<file path="src/rtl/sysrst_pkg.sv">
package sysrst_pkg;
  localparam int NSRC    = 7;
  localparam int SRC_POR = 0;
  localparam int SRC_PIN = 1;
  localparam int SRC_CNV = 2;
  localparam int SRC_SW  = 3;
  localparam int SRC_CMP = 4;
  localparam int SRC_MCD = 5;
  localparam int SRC_WDT = 6;

  typedef logic [NSRC-1:0] src_vec_t;

  localparam src_vec_t POR_ONLY = src_vec_t'(1) << SRC_POR;

  // Lowest set index wins; result is one-hot or zero.
  function automatic src_vec_t first_src(src_vec_t v);
    src_vec_t r;
    r = '0;
    for (int i = NSRC - 1; i >= 0; i--) begin
      if (v[i]) r = src_vec_t'(1) << i;
    end
    return r;
  endfunction

  // Down-counter step with reload; saturates at zero.
  function automatic logic [31:0] count_step(logic load, logic [31:0] cur,
                                             logic [31:0] reload);
    if (load) return reload;
    if (cur != 32'd0) return cur - 32'd1;
    return 32'd0;
  endfunction
endpackage

</file>
<file path="src/rtl/sysrst_sync.sv">
module sysrst_sync #(
  parameter int WIDTH  = 5,
  parameter int STAGES = 2
) (
  input  logic             clk,
  input  logic             arst,
  input  logic [WIDTH-1:0] d,
  output logic [WIDTH-1:0] q
);
  logic [WIDTH-1:0] chain [STAGES];

  for (genvar g = 0; g < STAGES; g++) begin : g_stage
    if (g == 0) begin : g_first
      always_ff @(posedge clk or posedge arst) begin
        if (arst) chain[0] <= '0;
        else      chain[0] <= d;
      end
    end else begin : g_next
      always_ff @(posedge clk or posedge arst) begin
        if (arst) chain[g] <= '0;
        else      chain[g] <= chain[g-1];
      end
    end
  end

  assign q = chain[STAGES-1];
endmodule

</file>
<file path="src/rtl/sysrst_supply_timer.sv">
module sysrst_supply_timer
  import sysrst_pkg::*;
#(
  parameter int TMO_CYCLES  = 100,
  parameter int MASK_STAGES = 2
) (
  input  logic clk,
  input  logic supply_fail,
  input  logic sw_por,
  output logic tmo_active,
  output logic pin_mask
);
  localparam int CNT_W = $clog2(TMO_CYCLES + 1);
  localparam logic [CNT_W-1:0] RELOAD = CNT_W'(TMO_CYCLES);

  logic [CNT_W-1:0]       cnt;
  logic [MASK_STAGES-1:0] drv_hist;

  always_ff @(posedge clk or posedge supply_fail) begin
    if (supply_fail) cnt <= RELOAD;
    else cnt <= CNT_W'(count_step(sw_por, 32'(cnt), 32'(TMO_CYCLES)));
  end

  assign tmo_active = (cnt != '0);

  // Drive history covers the pin synchronizer latency after drive release.
  always_ff @(posedge clk or posedge supply_fail) begin
    if (supply_fail) drv_hist <= '1;
    else             drv_hist <= {drv_hist[MASK_STAGES-2:0], tmo_active};
  end

  assign pin_mask = tmo_active | (|drv_hist);

  assert_swpor_drive_R5: assert property (@(posedge clk) disable iff (supply_fail)
    sw_por |=> tmo_active);
endmodule

</file>
<file path="src/rtl/sysrst_hold.sv">
module sysrst_hold
  import sysrst_pkg::*;
#(
  parameter int MIN_HOLD = 4
) (
  input  logic clk,
  input  logic supply_fail,
  input  logic tmo_active,
  input  logic req_any,
  output logic hold_active
);
  localparam int HOLD_W = $clog2(MIN_HOLD + 1);
  localparam logic [HOLD_W-1:0] HOLD_LOAD = HOLD_W'(MIN_HOLD);

  logic [HOLD_W-1:0] cnt;
  logic              reload;

  assign reload = tmo_active | req_any;

  always_ff @(posedge clk or posedge supply_fail) begin
    if (supply_fail) cnt <= HOLD_LOAD;
    else cnt <= HOLD_W'(count_step(reload, 32'(cnt), 32'(MIN_HOLD)));
  end

  assign hold_active = (cnt != '0);

  assert_release_quiet_R3: assert property (@(posedge clk) disable iff (supply_fail)
    $fell(hold_active) |-> (!$past(req_any) && !$past(tmo_active)));
endmodule

</file>
<file path="src/rtl/sysrst_cause.sv">
module sysrst_cause
  import sysrst_pkg::*;
(
  input  logic     clk,
  input  logic     supply_fail,
  input  logic     sw_por,
  input  logic     entry,
  input  logic     in_rst,
  input  src_vec_t req_vec,
  input  logic     cmp_en,
  output src_vec_t cause
);
  always_ff @(posedge clk or posedge supply_fail) begin
    if (supply_fail)  cause <= POR_ONLY;
    else if (sw_por)  cause <= POR_ONLY;
    else if (entry)   cause <= first_src(req_vec);
  end

  assert_cause_stable_R6: assert property (@(posedge clk) disable iff (supply_fail)
    ($past(in_rst) && !$past(sw_por)) |-> $stable(cause));

  assert_cmp_gate_R2: assert property (@(posedge clk) disable iff (supply_fail)
    $rose(cause[SRC_CMP]) |-> $past(cmp_en));
endmodule

</file>
<file path="src/rtl/sysrst_hub.sv">
module sysrst_hub
  import sysrst_pkg::*;
#(
  parameter int TMO_CYCLES  = 100,
  parameter int MIN_HOLD    = 4,
  parameter int SYNC_STAGES = 2,
  parameter int PORT_W      = 8,
  parameter int WDT_SEL_W   = 3,
  parameter int PC_W        = 16
) (
  input  logic                 clk,
  input  logic                 supply_fail,
  input  logic                 rst_pin_n,
  input  logic                 cnvst,
  input  logic                 cmp_trip,
  input  logic                 mcd_pulse,
  input  logic                 wdt_expire,
  input  logic                 sw_strobe,
  input  logic                 sw_por,
  input  logic [3:0]           src_en,
  output logic                 sys_rst,
  output logic                 pin_drive_low,
  output logic [NSRC-1:0]      cause,
  output logic [PORT_W-1:0]    port_init,
  output logic                 wdt_en_init,
  output logic [WDT_SEL_W-1:0] wdt_sel_init,
  output logic                 clk_sel_init,
  output logic [PC_W-1:0]      pc_init
);
  localparam int NASYNC = 5;

  logic [NASYNC-1:0] async_raw;
  logic [NASYNC-1:0] async_s;
  logic              tmo_active;
  logic              pin_mask;
  logic              hold_active;
  src_vec_t          req_vec;
  logic              req_any;
  logic              entry;
  src_vec_t          cause_q;

  // Synchronizer lanes: 0 pin low, 1 cnvst, 2 comparator, 3 missing clock, 4 watchdog.
  assign async_raw = {wdt_expire, mcd_pulse, cmp_trip, cnvst, ~rst_pin_n};

  sysrst_sync #(.WIDTH(NASYNC), .STAGES(SYNC_STAGES)) u_sync (
    .clk  (clk),
    .arst (supply_fail),
    .d    (async_raw),
    .q    (async_s)
  );

  sysrst_supply_timer #(.TMO_CYCLES(TMO_CYCLES), .MASK_STAGES(SYNC_STAGES)) u_timer (
    .clk         (clk),
    .supply_fail (supply_fail),
    .sw_por      (sw_por),
    .tmo_active  (tmo_active),
    .pin_mask    (pin_mask)
  );

  always_comb begin
    req_vec          = '0;
    req_vec[SRC_PIN] = async_s[0] & ~pin_mask;
    req_vec[SRC_CNV] = async_s[1] & src_en[0];
    req_vec[SRC_SW]  = sw_strobe;
    req_vec[SRC_CMP] = async_s[2] & src_en[1];
    req_vec[SRC_MCD] = async_s[3] & src_en[2];
    req_vec[SRC_WDT] = async_s[4] & src_en[3];
  end

  assign req_any = |req_vec;

  sysrst_hold #(.MIN_HOLD(MIN_HOLD)) u_hold (
    .clk         (clk),
    .supply_fail (supply_fail),
    .tmo_active  (tmo_active),
    .req_any     (req_any),
    .hold_active (hold_active)
  );

  assign sys_rst       = tmo_active | hold_active;
  assign pin_drive_low = tmo_active;
  assign entry         = req_any & ~sys_rst;

  sysrst_cause u_cause (
    .clk         (clk),
    .supply_fail (supply_fail),
    .sw_por      (sw_por),
    .entry       (entry),
    .in_rst      (sys_rst),
    .req_vec     (req_vec),
    .cmp_en      (src_en[1]),
    .cause       (cause_q)
  );

  assign cause = cause_q;

  // Reset-default values.
  assign port_init    = '1;
  assign wdt_en_init  = 1'b1;
  assign wdt_sel_init = '1;
  assign clk_sel_init = 1'b0;
  assign pc_init      = '0;

  assert_drive_then_hold_R4: assert property (@(posedge clk) disable iff (supply_fail)
    $fell(pin_drive_low) |-> sys_rst);

  assert_single_cause_R6: assert property (@(posedge clk) disable iff (supply_fail)
    ($rose(sys_rst) && !pin_drive_low) |-> ($countones(cause) == 1));
endmodule

</file>
<file path="config.mk">
export PLATFORM = sky130hd
export DESIGN_NAME = sysrst_hub
export DESIGN_NICKNAME = d
export VERILOG_FILES = /design/src/rtl/sysrst_pkg.sv /design/src/rtl/sysrst_sync.sv /design/src/rtl/sysrst_supply_timer.sv /design/src/rtl/sysrst_hold.sv /design/src/rtl/sysrst_cause.sv /design/src/rtl/sysrst_hub.sv
export SDC_FILE = /design/constraint.sdc
export NUM_CORES = 1
export LEC_CHECK = 0
export BUFFER_PORTS_ARGS = -buffer_cell sky130_fd_sc_hd__buf_2
export CORE_UTILIZATION = 46
export CTS_BUF_LIST = sky130_fd_sc_hd__clkbuf_4 sky130_fd_sc_hd__clkbuf_8
export DETAILED_ROUTE_END_ITERATION = 10
export PLACE_DENSITY = 0.78
export REMOVE_ABC_BUFFERS = 1
export SETUP_SLACK_MARGIN = 0.15
export SLEW_MARGIN = 20
export SYNTH_ARGS = -nofsm -noshare
export SYNTH_HDL_FRONTEND = slang
export SYNTH_SLANG_ARGS = --single-unit
export TNS_END_PERCENT = 1
</file>
<file path="constraint.sdc">
create_clock -name clk -period 1.73 [get_ports clk]
set_input_delay 0 -clock clk [delete_from_list [all_inputs] [get_ports clk]]
set_output_delay 0 -clock clk [all_outputs]
set_load 0.02 [all_outputs]
</file>
Word-level counts from Yosys, hierarchy flattened
Cells that the tools add are included.

Register bits after elaboration: 29. Word-level logic and storage cells: 47.

Add/subtract/negate cells: 2. Muxes and demuxes: 22. Bitwise gates (word level): 12. Reductions and logical operators: 5.

Operators by type and width (count): $mux 7 (12); $mux 3 (4); $reduce_bool 7->1 (1); $sub 7x1->7 const B (1); $and 1x1->1 (6); $mux 1 (6); $reduce_or 6->1 (1); $not 1->1 (3); $or 1x1->1 (3); $reduce_bool 3->1 (1); $sub 3x1->3 const B (1); $reduce_bool 2->1 (1); $reduce_or 2->1 (1).

Longest topological paths before layout
Gate-level depths: netlist of run 1.

Depth after elaboration: 10. Mapped depth: 7. Gate-level depth less buffers: 7.

By module
From an unflattened synthesis of run 1, not the netlist that was laid out.

Cells, all modules: 139. Area total of the unflattened synthesis: 1495.2 um2.

By module, submodules not included: sysrst_supply_timer (times used 1, cells an instance 35, area each 412.9 um2, seq. area each 231.5 um2); sysrst_cause (times used 1, cells an instance 30, area each 340.3 um2, seq. area each 176.4 um2); sysrst_hub (times used 1, cells an instance 43, area each 292.8 um2, seq. area each 0.0 um2); sysrst_sync (times used 1, cells an instance 16, area each 291.5 um2, seq. area each 250.2 um2); sysrst_hold (times used 1, cells an instance 15, area each 157.7 um2, seq. area each 76.3 um2).

Worst setup path after synthesis of run 1
No wires, ideal clock.

Path kind: register -> register. From: reg u_timer.cnt[0]. To: reg u_cause.cause[4]. Data arrival time: 1.841 ns. Setup slack: -0.232 ns. Cell stages (with the launch flop): 8. Path buffers: 0. Clock period less this slack: 1.962 ns. Cells stage by stage: dfrtp_1 -> inv_1 -> ha_1 -> or3b_4 -> nor4b_4 -> inv_2 -> o21ba_1 -> a22o_1.

RTL lines: from (decl) (RTL line sysrst_supply_timer.sv:16) `logic [CNT_W-1:0] cnt;`; from (signal assigned) (RTL line sysrst_supply_timer.sv:21) `else cnt <= CNT_W'(count_step(sw_por, 32'(cnt), 32'(TMO_CYCLES)));`; $reduce_bool 7->1 (RTL line sysrst_supply_timer.sv:24) `assign tmo_active = (cnt != '0);`; $or 1x1->1 (RTL line sysrst_hub.sv:80) `assign sys_rst = tmo_active | hold_active;`; net sys_rst (RTL line sysrst_hub.sv:21) `output logic sys_rst,`; $not 1->1 (RTL line sysrst_hub.sv:82) `assign entry = req_any & ~sys_rst;`; $and 1x1->1 (RTL line sysrst_hub.sv:82); $reduce_bool 2->1 (no line); to (signal assigned) (RTL line sysrst_cause.sv:16) `else if (entry) cause <= first_src(req_vec);`; to (decl) (RTL line sysrst_cause.sv:11) `output src_vec_t cause`.

The timed path passes the listed nets, and every way through them passes these cells. The select of a mux whose other input is x is not followed. A chain may end at the register's enable or synchronous reset.

Final worst setup path of run 1
From: reg u_timer.cnt[0]. To: out sys_rst.

Word-level cells in the longest chain between the ends: 2.

RTL lines (RTL line): $reduce_bool 7->1 (sysrst_supply_timer.sv:24); $or 1x1->1 (sysrst_hub.sv:80); to (decl) (sysrst_hub.sv:21).

No other way between the ends.

==> results.sh, run 1 <==
export IMPL_synth_cells=128
export IMPL_fin_nets=187
export IMPL_pre_cts_ws_ps=-188.8
export IMPL_viasPerCell=4.872
export IMPL_min_path_type="in -> reg"
export IMPL_dp_cells=187
export IMPL_synth_area_um2=1401
export IMPL_worstPathRequired_ps=1730
export IMPL_antenna_found_initial=0
export IMPL_coreArea_um2=2829
export IMPL_ys_types=35
export IMPL_r2r_start="u_timer.cnt[0]"
export IMPL_synth_warnings=0
export IMPL_synth_adder_area_share_pct=2.679
export IMPL_diodes=0
export IMPL_fillerInstances=227
export IMPL_critical_path_endpoint_type="primary output"
export IMPL_ys_ff_latch=29
export IMPL_synth_top_area_cell="dfrtp_1"
export IMPL_clkTransAtPathRegs_ps=90
export IMPL_first_pass_iters=7
export IMPL_io_pins=51
export IMPL_critPathKind="reg -> out"
export IMPL_die_w_um=57.20
export IMPL_wire_per_inst_um=12.11
export IMPL_grt_max_degree=30
export IMPL_postRouteAntennaNets=0
export IMPL_yosysSeqAreaShare_pct=52.41
export IMPL_timing_final_crit_share_pct=114.4
export IMPL_grt_pass1_wl_mm=4.057
export IMPL_synth_xor_area_share_pct=2.500
export IMPL_fin_cells=203
export IMPL_cts_tree="yes"
export IMPL_synth_simple_area_share_pct=14.82
export IMPL_cts_root_buf="clkbuf_4"
export IMPL_yosys_cell_count_top_type="buf_4"
export IMPL_setup_violations=9
export IMPL_ys_flop_type="dfrtp_1"
export IMPL_async_flop_share_pct=100.0
export IMPL_synth_top_family_by_area="buffers and inverters"
export IMPL_die_area_um2=3271
export IMPL_ir_worst_vdd_mv=0.5003
export IMPL_cp_start_kind="flop"
export IMPL_dr_first_iter_drc_count=25
export IMPL_synth_compound_area_share_pct=8.839
export IMPL_hold_violations=0
export IMPL_synth_mux_area_share_pct=0
export IMPL_rsz0062_at_grt="true"
export IMPL_violations="design-rule violations, negative setup slack"
export IMPL_ys_top_cells_by_area="dfrtp_1, buf_4, dfstp_2, nor3_1, ha_1"
export IMPL_crit_fanout=5
export IMPL_wl_met3_um=170
export IMPL_die_y_um=57.20
export IMPL_ctsLongestPathBuffers=2
export IMPL_maxSlewViolCount=0
export IMPL_drv_cap=0
export IMPL_cts_num_sinks=29
export IMPL_io_buffers=21
export IMPL_vias=989
export IMPL_syn_area_per_cell_um2=10.95
export IMPL_grt_total_usage_pct=16.94
export IMPL_clk_latency_ps=320
export IMPL_num_rows=19
export IMPL_start_util_pct=49.54
export IMPL_drcViolationCount=14
export IMPL_wirelength_mm=2.458
export IMPL_fin_crit_ps=1979
export IMPL_fmax_mhz=505.2
export IMPL_grt_pass1_vias=946
export IMPL_wl_met1_um=981
export IMPL_htreeDepth=2
export IMPL_highest_layer="met4"
export IMPL_hpwl_mm=1.748
export IMPL_drive_gt1_share_pct=30.81
export IMPL_startpoint="u_timer.cnt[0]"
export IMPL_power_density_nw_per_um2=838.4
export IMPL_status="finished, violations left"
export IMPL_grt_overflow_total=0
export IMPL_route_met2_wl_mm=1.249
export IMPL_synth_top_area_share_pct=39.29
export IMPL_leakagePower_nw=0.8412
export IMPL_fin_ws_ps=-249.4
export IMPL_critPathArrivalTime_ps=1980
export IMPL_area_growth_pct=17.50
export IMPL_synth_edf_count=0
export IMPL_cts_buffers=5
export IMPL_synthTopCellsByCount="buf_4, dfrtp_1, inv_1, nor3_1"
export IMPL_hp_start="sw_por"
export IMPL_gp_congestion=0.7950
export IMPL_fin_skew_ps=8.202
==> cell usage in the layout, fill, tap and decap left out, types with 2 or more instances in the layout <==
| cell | count |
|---|---|
| buf_2 | 21 |
| nand2b_1 | 2 |
| nor3_1 | 8 |
| nor2_1 | 4 |
| buf_4 | 10 |
| dfrtp_1 | 22 |
| conb_1 | 29 |
| clkbuf_4 | 7 |
| dfstp_2 | 7 |
| inv_1 | 8 |
| xor2_1 | 2 |
| xnor2_1 | 2 |
| a22o_1 | 2 |
| dlygate4sd3_1 | 8 |
| or3_1 | 2 |
| nand2_1 | 7 |
| a21oi_1 | 5 |
| o21ai_0 | 3 |
| a21o_1 | 2 |
| ha_1 | 3 |
==> flip-flops by register name, indices dropped and copies added (netlist names) <==
signal	flops
u_sync.q	5
u_hold.cnt	3
u_sync.chain	5
u_timer.cnt	7
u_timer.drv_hist	2
u_cause.cause	7
==> final timing paths <==
kind | end | cells past startpoint | slack, ps
worst max-delay path | sys_rst | 7 | -250
worst min-delay path | u_cause.cause[2] | 2 | 30
worst max register to register | u_cause.cause[3] | 7 | -220
worst min register to register | u_sync.q[2] | 0 | 360
max in group asynchronous | u_timer.cnt[2] | 4 | 1110
min in group asynchronous | u_sync.q[4] | 4 | 310
==> critical path, cell delays in order (launching register included) <==
cell,delay [ps]
dfrtp_1,390
inv_1,60
ha_1,150
or3b_4,410
nor4b_4,250
inv_2,90
buf_4,160
buf_2,150
==> repair_timing <==
action | 4_1_cts | 5_1_grt
setup buffers | 0 | 0
endpoints found under the setup margin | 16 | 18
resized for setup | 0 | 0
endpoints found under the hold margin | 29 | 0
hold buffers | 8 | 0
==> per-layer routing <==
layer  vias to the layer above  track usage (%)
li1                        451                -
met2                        53            28.24
met3                         6            5.442
met5                         -                0
met4                         0            9.756
met1                       479            19.16
==> cell families after synthesis <==
group / count (synthesis)
buffers and inverters: 39
AND/OR/NAND/NOR: 33
flip-flops: 29
AO/OA/AOI/OAI: 18
XOR/XNOR: 4
adder cells (fa/ha/maj): 3
other: 2
==> power by group <==
group	switching (W)	leakage, nW	internal (W)
clock	0.000218	0.0394	0.000232
sequential	0.0000229	0.354	0.000715
combinational	0.000120	0.447	0.0000737
==> per-stage QoR <==
step	cell area (µm²)	setup TNS, ps	total power (W)	hold slack (ps)	utilization [%]
2_1_floorplan	1281	-792.1	0.0008763	31.43	-
3_3_place_gp	1500	-518.0	0.0009207	70.13	53.03
3_5_place_dp	1500	-856.1	0.0009291	80.38	53.03
4_1_cts	1647	-1383	0.001386	23.77	58.20
5_1_grt	1647	-2413	0.001452	30.04	58.20
6_report	1647	-1386	0.001380	34.41	58.20
==> cell type report <==
class / instances / area [µm²] / share of cell area (%)
sequential: 29 / 734.5 / 44.60
inverter: 9 / 33.78 / 2.052
multi-input combinational: 87 / 513.0 / 31.16
clock buffer: 8 / 66.31 / 4.027
timing repair buffer: 39 / 260.3 / 15.81
tap: 31 / 38.79 / 2.356
Power figures use the tool's default switching activity.
==> run 2: changes to the inputs <==
--- a/config.mk
+++ b/config.mk
@@ -5,10 +5,13 @@
 export SDC_FILE = /design/constraint.sdc
 export NUM_CORES = 1
 export LEC_CHECK = 0
+export ABC_AREA = 1
 export BUFFER_PORTS_ARGS = -buffer_cell sky130_fd_sc_hd__buf_2
-export CORE_UTILIZATION = 46
+export CORE_MARGIN = 5
+export CORE_UTILIZATION = 47
 export CTS_BUF_LIST = sky130_fd_sc_hd__clkbuf_4 sky130_fd_sc_hd__clkbuf_8
 export DETAILED_ROUTE_END_ITERATION = 10
+export GPL_TIMING_DRIVEN = 0
 export PLACE_DENSITY = 0.78
 export REMOVE_ABC_BUFFERS = 1
 export SETUP_SLACK_MARGIN = 0.15
==> run 2 against run 1 <==
Compared with the run above:
- the run now ends clean
- global-route usage shrank 4.5 points
- clock skew is 1.2 ps lower
- wire length shrank 1.4%
- die area rose by 37%
- combinational power increased by 12%
- critical path type is now reg -> reg
- cell area increased by 8.5%
- largest power group unchanged
- clock power down 14%
==> results.sh, run 2 <==
export IMPL_status="completed"
export IMPL_r2r_start="u_timer.cnt[0]"
export IMPL_crit_fanout=5
export IMPL_grt_max_degree=30
export IMPL_ctsLongestPathBuffers=2
export IMPL_fin_crit_ps=1486
export IMPL_power_density_nw_per_um2=751.4
export IMPL_synth_edf_count=0
export IMPL_drive_gt1_share_pct=34.34
export IMPL_die_w_um=66.92
export IMPL_final_common_cell="conb_1"
export IMPL_drv_cap=0
export IMPL_synth_top_area_share_pct=36.15
export IMPL_highest_layer="met4"
export IMPL_wl_met3_um=183
export IMPL_wirelength_mm=2.424
export IMPL_ys_types=29
export IMPL_num_rows=20
export IMPL_grt_pass1_vias=931
export IMPL_final_util_pct=58.05
export IMPL_vias=987
export IMPL_viasPerCell=4.079
export IMPL_start_util_pct=49.47
export IMPL_die_y_um=66.92
export IMPL_cp_start_kind="flop"
export IMPL_setup_worst_path_end="u_cause.cause[6]"
export IMPL_drcViolationCount=0
export IMPL_clkTransAtPathRegs_ps=90
export IMPL_slew_headroom_pct=61.14
export IMPL_antenna_found_initial=0
export IMPL_final_cell_mix="conb_1, dfrtp_1, nand2_1, buf_2, nor2_1"
export IMPL_ys_flop_type="dfrtp_1"
export IMPL_r2r_setup_slack_ps=240
export IMPL_place_area_um2=1563
export IMPL_postRouteAntennaNets=0
export IMPL_rsz0062_at_grt="true"
export IMPL_r2r_cells=10
export IMPL_route_met2_wl_mm=1.086
export IMPL_leakagePower_nw=0.9982
export IMPL_reg_largest_list="u_cause.cause x7, u_timer.cnt x7"
export IMPL_cts_tree="yes"
export IMPL_ir_worst_vdd_mv=0.4466
export IMPL_cts_num_sinks=29
export IMPL_pre_cts_ws_ps=128.7
export IMPL_syn_area_per_cell_um2=9.761
export IMPL_yosys_cell_count_top_type="buf_4"
export IMPL_ys_top_cells_by_area="dfrtp_1, buf_4, dfstp_2, nand2_1, inv_1"
export IMPL_fmax_mhz=672.8
export IMPL_dr_first_iter_drc_count=38
export IMPL_synth_cells=156
export IMPL_fin_ws_ps=243.6
export IMPL_cts_root_buf="clkbuf_4"
export IMPL_io_pins=51
export IMPL_synthTopCellsByCount="buf_4, dfrtp_1, nand2_1, inv_1, nor2_1"
export IMPL_critPathKind="reg -> reg"
export IMPL_hpwl_mm=1.783
export IMPL_grt_total_usage_pct=12.43
export IMPL_gp_congestion=0.7427
export IMPL_startpoint="u_timer.cnt[0]"
export IMPL_setup_violations=0
export IMPL_grt_overflow_total=0
export IMPL_io_buffers=21
export IMPL_htreeDepth=2
export IMPL_yosysSeqAreaShare_pct=48.23
export IMPL_grt_pass1_wl_mm=3.912
export IMPL_hold_violations=0
export IMPL_synth_area_um2=1523
export IMPL_timing_worst_slew_pin_value_ps=582.1
export IMPL_critical_path_endpoint_type="flop"
export IMPL_maxSlewViolCount=0
export IMPL_r2r_end="u_cause.cause[6]"
export IMPL_clk_latency_ps=320
export IMPL_synth_warnings=0
export IMPL_synth_top_area_cell="dfrtp_1"
export IMPL_async_flop_share_pct=100.0
export IMPL_worstPathRequired_ps=1950
export IMPL_design_area_um2=1787
export IMPL_first_pass_iters=4
export IMPL_min_path_type="in -> reg"
export IMPL_wl_met1_mm=1.067
export IMPL_fin_skew_ps=6.953
export IMPL_ys_ff_latch=29
export IMPL_timing_final_crit_share_pct=85.92
export IMPL_cts_buffers=5
export IMPL_area_growth_pct=17.34
export IMPL_die_area_um2=4478
export IMPL_coreArea_um2=3078
export IMPL_fin_nets=213
export IMPL_tns_ps=0
export IMPL_diodes=0
export IMPL_critPathArrivalTime_ps=1700
export IMPL_wire_per_inst_um=10.02
[run 2: cell types whose count changed in the layout (fill, tap and decap cells not counted), moves of 5 or more]
cell,delta
nand2_1,+13
nand3_1,+7
nand4_1,+5
nor2_1,+10
nor3_1,-7
[run 2: layout make-up]
class / instances / area [µm²]
Fill cell: 294 / 1291
Sequential cell: 29 / 734.5
Multi-Input combinational cell: 106 / 615.6
Timing Repair Buffer: 37 / 259.0
Inverter: 18 / 67.56
Tap cell: 44 / 55.05
Clock buffer: 6 / 45.04
Clock inverter: 2 / 10.01
[run 2: worst min-delay path by stage]
stage | cells after the start | to | slack [ps] | startpoint
3_5_place_dp | 1 | u_sync.chain[9] | 110 | wdt_expire
5_1_grt | 5 | u_cause.cause[5] | 100 | src_en[2]
6_report | 5 | u_cause.cause[5] | 70 | src_en[2]
2_1_floorplan | 0 | u_sync.chain[6] | 30 | cnvst
3_3_place_gp | 1 | u_sync.chain[9] | 110 | wdt_expire
4_1_cts | 5 | u_cause.cause[5] | 70 | src_en[2]
[run 2: per-layer routing]
metal  GRT usage (%)  up-vias
met5               0        -
met4           9.873        0
met2           18.56       35
met3           3.710        8
li1                -      511
met1           14.70      433
[run 2: logic make-up (layout without fill, tap and decap cells)]
group                      after synthesis  in the layout  share of synthesized area [%]
other                                    2             29                         0.4932
DFF                                     29             29                          48.23
AOI/OAI and AO/OA                        4              4                          1.314
adders and majority gates                3              3                          2.465
buffers and inverters                   48             63                          18.98
and+or+nand+nor                         66             66                          26.21
xor gates and xnor gates                 4              4                          2.301
[run 2: what timing repair did]
| item | 4_1_cts | 5_1_grt |
|---|---|---|
| endpoints found under the setup margin | 8 | 10 |
| hold endpoints to repair | 30 | 0 |
| resized for setup | 4 | 7 |
| hold buffers | 7 | 0 |
| pin swaps | 3 | 7 |
| buffers inserted | 6 | 3 |
[run 2: stage by stage]
| stage | instances | hold WS [ps] | power [W] |
|---|---|---|---|
| 2_1_floorplan | 153 | 31.43 | 0.0009040 |
| 3_3_place_gp | 218 | 108.0 | 0.0009334 |
| 3_5_place_dp | 218 | 109.3 | 0.0009398 |
| 4_1_cts | 239 | 74.16 | 0.001358 |
| 5_1_grt | 242 | 104.4 | 0.001430 |
| 6_report | 242 | 74.41 | 0.001343 |
[run 2: power breakdown]
group	internal (W)	switching [W]	total (W)
sequential	0.000715	0.0000264	0.000741
clock	0.000170	0.000214	0.000384
combinational	0.0000728	0.000145	0.000218
total	0.000957	0.000385	0.00134
[run 2: worst max-delay path, cell delays in order (launching register included)]
cell and delay (ps):
dfrtp_1 390, inv_2 80, ha_4 150, inv_2 40, nor2_2 110, nand3_4 110
buf_6 140, nor2_4 140, nor2_1 70, nand4_1 90, nand2_1 60
==> run 3: changes to the inputs <==
==> constraint.sdc (replaced) <==
create_clock -name clk -period 1.73 [get_ports clk]
set_input_delay 0.346 -clock clk [delete_from_list [all_inputs] [get_ports clk]]
set_output_delay 0.346 -clock clk [all_outputs]
set_load 0.02 [all_outputs]
==> run 3 against run 2 <==
Compared with the run above:
- worst hold slack better by 6.7 ps
- sequential share of layout area rose by 1.6 points
- the flow now finishes with violations (negative setup slack)
- clock skew down 1.5 ps
- clock-buffer cell count unchanged
- utilization decreased by 2.2 points
- first-iteration DRC count rose by 32%
- wire length shrank 0.37%
- critical path type is now reg -> out
==> results.sh, run 3 (synthesized netlist as in run 2, its figures left out) <==
export IMPL_setup_violations=1
export IMPL_cts_num_sinks=29
export IMPL_slew_headroom_pct=61.10
export IMPL_fin_ws_ps=-46.70
export IMPL_antenna_found_initial=0
export IMPL_coreArea_um2=3078
export IMPL_timing_final_crit_share_pct=102.7
export IMPL_fin_skew_ps=5.468
export IMPL_r2r_setup_slack_ps=100
export IMPL_io_pins=51
export IMPL_violations="negative setup slack"
export IMPL_vias=974
export IMPL_grt_max_degree=30
export IMPL_first_pass_iters=4
export IMPL_grt_total_usage_pct=12.15
export IMPL_grt_pass1_vias=900
export IMPL_hold_violations=0
export IMPL_cts_tree="yes"
export IMPL_worstPathRequired_ps=1380
export IMPL_postRouteAntennaNets=0
export IMPL_ctsLongestPathBuffers=2
export IMPL_grt_pass1_wl_mm=3.822
export IMPL_critPathKind="reg -> out"
export IMPL_r2r_cells=11
export IMPL_cts_buffers=5
export IMPL_wirelength_mm=2.415
export IMPL_maxSlewViolCount=0
export IMPL_fin_crit_ps=1777
export IMPL_die_w_um=66.92
export IMPL_gp_congestion=0.7427
export IMPL_die_y_um=66.92
export IMPL_wire_per_inst_um=10.36
export IMPL_ir_worst_vdd_mv=0.4443
export IMPL_clkTransAtPathRegs_ps=90
export IMPL_timing_worst_slew_pin_value_ps=582.6
export IMPL_cts_root_buf="clkbuf_4"
export IMPL_reg_largest_list="u_cause.cause x7, u_timer.cnt x7"
export IMPL_critPathArrivalTime_ps=1430
export IMPL_drive_gt1_share_pct=36.51
export IMPL_fin_nets=204
export IMPL_final_cell_mix="conb_1, dfrtp_1, nand2_1, buf_2, nor2_1"
export IMPL_rsz0062_at_grt="true"
export IMPL_leakagePower_nw=0.9552
export IMPL_io_buffers=21
export IMPL_power_density_nw_per_um2=773.2
export IMPL_min_path_type="in -> async"
export IMPL_r2r_start="u_timer.cnt[1]"
export IMPL_dr_first_iter_drc_count=50
export IMPL_drv_cap=0
export IMPL_start_util_pct=49.47
export IMPL_drcViolationCount=0
export IMPL_final_common_cell="conb_1"
export IMPL_r2r_end="u_cause.cause[6]"
export IMPL_num_rows=20
export IMPL_grt_overflow_total=0
export IMPL_final_util_pct=55.89
export IMPL_crit_fanout=4
export IMPL_cp_start_kind="flop"
export IMPL_viasPerCell=4.180
export IMPL_htreeDepth=2
export IMPL_area_growth_pct=12.98
export IMPL_hpwl_mm=1.783
export IMPL_clk_latency_ps=320
export IMPL_critical_path_endpoint_type="primary output"
export IMPL_p_total_w=0.001330
export IMPL_fmax_mhz=562.8
export IMPL_diodes=0
export IMPL_die_area_um2=4478
export IMPL_status="finished, violations left"
-- run 3: report_power, final --
group	total, W	switching, W	internal (W)
combinational	0.000206	0.000146	0.0000595
clock	0.000383	0.000213	0.000170
sequential	0.000742	0.0000270	0.000715
-- run 3: how the worst max path moves through the flow --
| stage | from | end | slack, ps | depth (start not counted) |
|---|---|---|---|---|
| final | u_timer.cnt[1] | sys_rst | -50 | 8 |
| after global routing | u_timer.cnt[1] | sys_rst | -160 | 8 |
| after floorplan | u_timer.cnt[0] | sys_rst | 140 | 7 |
| after CTS | u_timer.cnt[1] | sys_rst | -110 | 8 |
| after global placement | u_timer.cnt[0] | sys_rst | 6 | 8 |
| after detailed placement | u_timer.cnt[0] | sys_rst | -50 | 8 |
-- run 3: worst max-delay path: stages (launching register included) --
cell and delay, ps:
dfrtp_1 390, inv_2 70, ha_4 140, inv_2 40, nor2_4 90, nand3_4 110
nor2_4 120, inv_2 40, buf_6 120
-- run 3: routing by layer --
| metal | wire [µm] | GRT usage (%) | vias to the layer above | part of all wire (%) |
|---|---|---|---|---|
| li1 | - | - | 495 | - |
| met1 | 1028 | 14.70 | 434 | 43 |
| met2 | 1094 | 17.57 | 38 | 45 |
| met3 | 207 | 3.710 | 7 | 8.6 |
| met4 | 85 | 9.873 | 0 | 3.5 |
| met5 | 0 | 0 | - | 0 |
-- run 3: timing repair --
| item | CTS | global route |
|---|---|---|
| resized for setup | 8 | 6 |
| setup buffers | 5 | 2 |
| endpoints found under the hold margin | 0 | 0 |
| pin swaps | 3 | 9 |
| hold buffers | 0 | 0 |
| endpoints found under the setup margin | 8 | 9 |
-- run 3: through the flow --
stage          TNS (ps)  worst slack (ps)  std cells  cell area (µm²)  hold slack, ps
2_1_floorplan         0             144.6        153             1403           331.2
3_3_place_gp          0             6.400        218             1563           331.4
3_5_place_dp     -45.33            -45.33        218             1563           337.1
4_1_cts          -109.7            -109.7        231             1679           113.1
5_1_grt          -234.8            -162.8        233             1720           98.38
6_report         -46.70            -46.70        233             1720           81.10
-- run 3: final cells by class --
class,instances,area (µm²)
clock buffer,6,45.04
clock inverter,2,10.01
fill,296,1358
inverter,18,67.56
multi-input combinational,106,644.4
sequential,29,734.5
tap,44,55.05
timing repair buffer,28,163.9
